File: src/rtl/mmtr_pkg.sv
package mmtr_pkg;

  typedef enum logic [1:0] {
    MODE_SHIFT    = 2'b00,
    MODE_SELFTEST = 2'b01,
    MODE_CLEAR    = 2'b10,
    MODE_LOAD     = 2'b11
  } mode_e;

  // maximal-length tap masks, feedback into stage 0, shift toward MSB
  function automatic logic [63:0] default_taps(input int unsigned width);
    case (width)
      2:       return 64'h3;
      3:       return 64'h5;
      4:       return 64'hC;
      5:       return 64'h14;
      6:       return 64'h30;
      7:       return 64'h60;
      8:       return 64'hB8;
      9:       return 64'h110;
      10:      return 64'h240;
      11:      return 64'h500;
      15:      return 64'h6000;
      16:      return 64'hB400;
      default: return (64'h1 << (width - 1)) | 64'h1;
    endcase
  endfunction

endpackage

File: src/rtl/mmtr_feedback.sv
module mmtr_feedback #(
  parameter int unsigned     WIDTH    = 3,
  parameter logic [WIDTH-1:0] TAP_MASK = '1
) (
  input  logic [WIDTH-1:0] state_i,
  output logic             fb_o
);

  logic [WIDTH-1:0] tapped;

  assign tapped = state_i & TAP_MASK;
  assign fb_o   = ^tapped;

endmodule

File: src/rtl/mmtr_stage_mux.sv
module mmtr_stage_mux
  import mmtr_pkg::*;
#(
  parameter int unsigned WIDTH = 3
) (
  input  mode_e            mode_i,
  input  logic [WIDTH-2:0] low_q_i,
  input  logic             head_i,
  input  logic [WIDTH-1:0] d_i,
  output logic [WIDTH-1:0] nxt_o
);

  for (genvar i = 0; i < WIDTH; i++) begin : g_stage
    logic shifted;
    if (i == 0) begin : g_head
      assign shifted = head_i;
    end else begin : g_link
      assign shifted = low_q_i[i-1];
    end

    always_comb begin
      unique case (mode_i)
        MODE_SHIFT:    nxt_o[i] = shifted;
        MODE_SELFTEST: nxt_o[i] = shifted ^ d_i[i];
        MODE_CLEAR:    nxt_o[i] = 1'b0;
        default:       nxt_o[i] = d_i[i];
      endcase
    end
  end

endmodule

File: src/rtl/multimode_test_reg.sv
module multimode_test_reg
  import mmtr_pkg::*;
#(
  parameter int unsigned      WIDTH    = 3,
  parameter logic [WIDTH-1:0] TAP_MASK = WIDTH'(default_taps(WIDTH))
) (
  input  logic             clk_i,
  input  logic             rst_ni,
  input  logic [1:0]       mode_i,
  input  logic [WIDTH-1:0] par_d_i,
  input  logic             scan_in_i,
  output logic [WIDTH-1:0] par_q_o,
  output logic             scan_out_o
);

  localparam int unsigned LAST = WIDTH - 1;

  mode_e            mode;
  logic             fb;
  logic             head;
  logic [WIDTH-1:0] q_q;
  logic [WIDTH-1:0] q_d;

  assign mode = mode_e'(mode_i);

  mmtr_feedback #(
    .WIDTH   (WIDTH),
    .TAP_MASK(TAP_MASK)
  ) u_fb (
    .state_i(q_q),
    .fb_o   (fb)
  );

  // first-stage source: serial input while shifting, feedback otherwise
  assign head = (mode == MODE_SHIFT) ? scan_in_i : fb;

  mmtr_stage_mux #(
    .WIDTH(WIDTH)
  ) u_mux (
    .mode_i (mode),
    .low_q_i(q_q[WIDTH-2:0]),
    .head_i (head),
    .d_i    (par_d_i),
    .nxt_o  (q_d)
  );

  always_ff @(posedge clk_i or negedge rst_ni) begin
    if (!rst_ni) q_q <= '0;
    else         q_q <= q_d;
  end

  assign par_q_o    = q_q;
  assign scan_out_o = q_q[LAST];

endmodule

File: config.mk
export PLATFORM = sky130hd
export DESIGN_NAME = multimode_test_reg
export DESIGN_NICKNAME = d
export VERILOG_FILES = /design/src/rtl/mmtr_pkg.sv /design/src/rtl/mmtr_feedback.sv /design/src/rtl/mmtr_stage_mux.sv /design/src/rtl/multimode_test_reg.sv
export SDC_FILE = /design/constraint.sdc
export NUM_CORES = 1
export LEC_CHECK = 0
export BUFFER_PORTS_ARGS = -buffer_cell sky130_fd_sc_hd__buf_2
export CAP_MARGIN = 5
export CORE_AREA = 2 2 39 41
export DETAILED_ROUTE_END_ITERATION = 8
export DIE_AREA = 0 0 41 43
export PLACE_DENSITY = 0.42
export SLEW_MARGIN = 20
export SYNTH_ARGS = -nofsm -noshare
export SYNTH_HDL_FRONTEND = slang
export SYNTH_HIERARCHICAL = 1
export SYNTH_SLANG_ARGS = --single-unit
File: constraint.sdc
create_clock -name clk_i -period 1.6 [get_ports clk_i]
set_input_delay 0.32 -clock clk_i [delete_from_list [all_inputs] [get_ports clk_i]]
set_output_delay 0.32 -clock clk_i [all_outputs]
set_load 0.1 [all_outputs]
==> results.json <==
{
  "std_cell_rows": 14,
  "reg2reg_depth": 4,
  "hold_end": "par_q_o[0]",
  "drtIter0Drc": 0,
  "top_usage_layer": "met4",
  "cts_buffer_depth": 2,
  "power.share.clock_pct": 29.3,
  "power_mw": 0.4602,
  "cts_max_level": 1,
  "finalClockSkew_ns": 0.0006676,
  "cts_tree": "yes",
  "insertion_delay_ns": 0.23,
  "fin_ws_ns": 0.2593,
  "hold_depth": 3,
  "ctsResizeCount": 0,
  "initial_core_util_pct": 12.12,
  "antenna_found_initial": 0,
  "grtUsageMet2_pct": 6.563,
  "grt_pass1_vias": 149,
  "drc": 0,
  "syn_area_um2": 167.7,
  "syn_avg_cell_area_um2": 10.48,
  "setup_tns_ns": 0,
  "clock.fmax_ghz": 0.7459,
  "r2r-start": "par_q_o[2]",
  "ys_warn_count": 6,
  "swShare_pct": 48.65,
  "gp_congestion": 0.5662,
  "r2r_slack_ns": 0.38,
  "vias": 154,
  "ir_worst_vdd_uv": 366.4,
  "final_common_cell": "buf_2",
  "cts_hold_buf": 1,
  "synthCells": 16,
  "maxSlewViolCount": 0,
  "slew_headroom_pct": 67.93,
  "cts_inserted_buffers": 3,
  "port_buffers": 11,
  "grt_max_degree": 5,
  "worst_slew_pin_slew_ns": 0.4844,
  "cp.arrival_ns": 1.02,
  "die_x_um": 41,
  "fin_crit_sh_pct": 83.80,
  "design.portCount": 12,
  "crit_type": "flop to output pin",
  "critPathMaxFanout": 3,
  "power.switching_mw": 0.2239,
  "rsz0062_at_grt": "false",
  "pre_cts_ws_ns": 0.3202,
  "path_clk_slew_ns": 0.04,
  "min_from": "par_d_i[0]",
  "routed_wl_um": 361,
  "fin_nets": 40,
  "ant_nets": 0,
  "cts_root_buf": "clkbuf_4",
  "die_h_um": 43,
  "power.leakage_nw": 0.1318,
  "diodes": 0,
  "worstReg2RegEnd": "par_q_o[0]",
  "crit_family": "buffers and inverters",
  "nFillCells": 161,
  "slowest_delay_ns": 0.42,
  "gr-usage-met3_pct": 0,
  "crit_chain": "buf_2",
  "cp.required_ns": 1.28,
  "synth_seq_cells": 3,
  "drtPass1Iterations": 1,
  "hold_viol": 0,
  "cp_slowest_cell": "buf_2",
  "largest_reg_flops": 3,
  "cts_sinks": 3,
  "postCtsSetupBuffers": 0,
  "grt_pass1_wl_um": 462,
  "comb_power_share_pct": 48.3,
  "yosysUniqueCellTypes": 9,
  "fp.coreArea_um2": 1384,
  "seq_area_frac_synth_pct": 44.78,
  "status": "completed",
  "fin_crit_ns": 1.341,
  "final_cell_mix": "11 x buf_2, 3 x clkbuf_4, 3 x nand2_1, 3 x xnor2_1",
  "hp-class": "input port to flop",
  "critPathCaptureType": "output pin",
  "areaGrowthSynthToFinish_pct": 63.43,
  "seqPwrFrac_pct": 22.5,
  "track_usage_pct": 5.115,
  "final_util_pct": 19.80,
  "wl_per_cell_um": 7.681,
  "finalSetupViolCount": 0,
  "gr-total-overflow": 0,
  "p_int_mw": 0.2363,
  "cap_viol_max_count": 0,
  "die_area_um2": 1763,
  "via_per_inst": 3.277,
  "synth_fp_nets": 24,
  "drive_gt1_share_pct": 58.06,
  "worst_setup_path_start_kind": "flop",
  "p_per_area_nw_per_um2": 1679,
  "grtUsageMet1_pct": 2.885,
  "cp_num_buf_inv": 1
}
[power groups by stage]
stage	Clock (mW)	Combinational (mW)	Sequential [mW]
CTS	0.146	0.224	0.104
finish	0.135	0.222	0.103
detailed placement	0	0.222	0.105
global placement	0	0.221	0.105
global route	0.147	0.232	0.106
floorplan	0	0.0765	0.217
[through the flow]
step / instance area (µm²) / hold WS, ns / cells
finish: 274.0 / 0.3483 / 47
detailed placement: 237.7 / 0.1181 / 42
CTS: 274.0 / 0.3372 / 47
global route: 274.0 / 0.3528 / 47
floorplan: 170.2 / 0.02441 / 16
global placement: 237.7 / 0.1180 / 42
[cell type report]
type                    count  area [µm²]  area share, %
clock buffers               4       26.28          9.589
multi-input cells          12       85.08          31.05
flip-flops and latches      3       77.57          28.31
well taps                  16       20.02          7.306
repair buffers             12       65.06          23.74
[worst max-delay path by stage]
stage                from    endpoint  slack, ns  depth (start not counted)
2_1_floorplan  par_q_o[2]  par_q_o[0]       0.12                          4
3_3_place_gp    mode_i[1]  par_q_o[0]       0.31                          5
3_5_place_dp    mode_i[1]  par_q_o[0]       0.32                          5
4_1_cts        par_q_o[0]  par_q_o[0]       0.24                          1
5_1_grt        par_q_o[2]  par_q_o[2]       0.22                          1
6_report       par_q_o[0]  par_q_o[0]       0.26                          1
[Yosys cell counts (all sizes together)]
library cell | instances | share of area [%]
buf | 1 | 4.5
dfrtp | 3 | 45
mux2 | 1 | 6.7
nand2 | 3 | 6.7
nor2 | 1 | 2.2
nor2b | 3 | 14
xnor2 | 3 | 16
xor2 | 1 | 5.2
[cells by family after synthesis]
family	share of synthesized area, %
xor gates and xnor gates	20.90
buffers and inverters	4.479
DFF	44.77
muxes	6.716
and+or+nand+nor	23.14
[metal layers]
metal  wire (µm)  vias to the layer above
met5           0                        -
li1            -                       78
met1         119                       66
met3          26                        2
met2         196                        8
met4          19                        0
No activity file was read; power rests on OpenSTA's default activity.
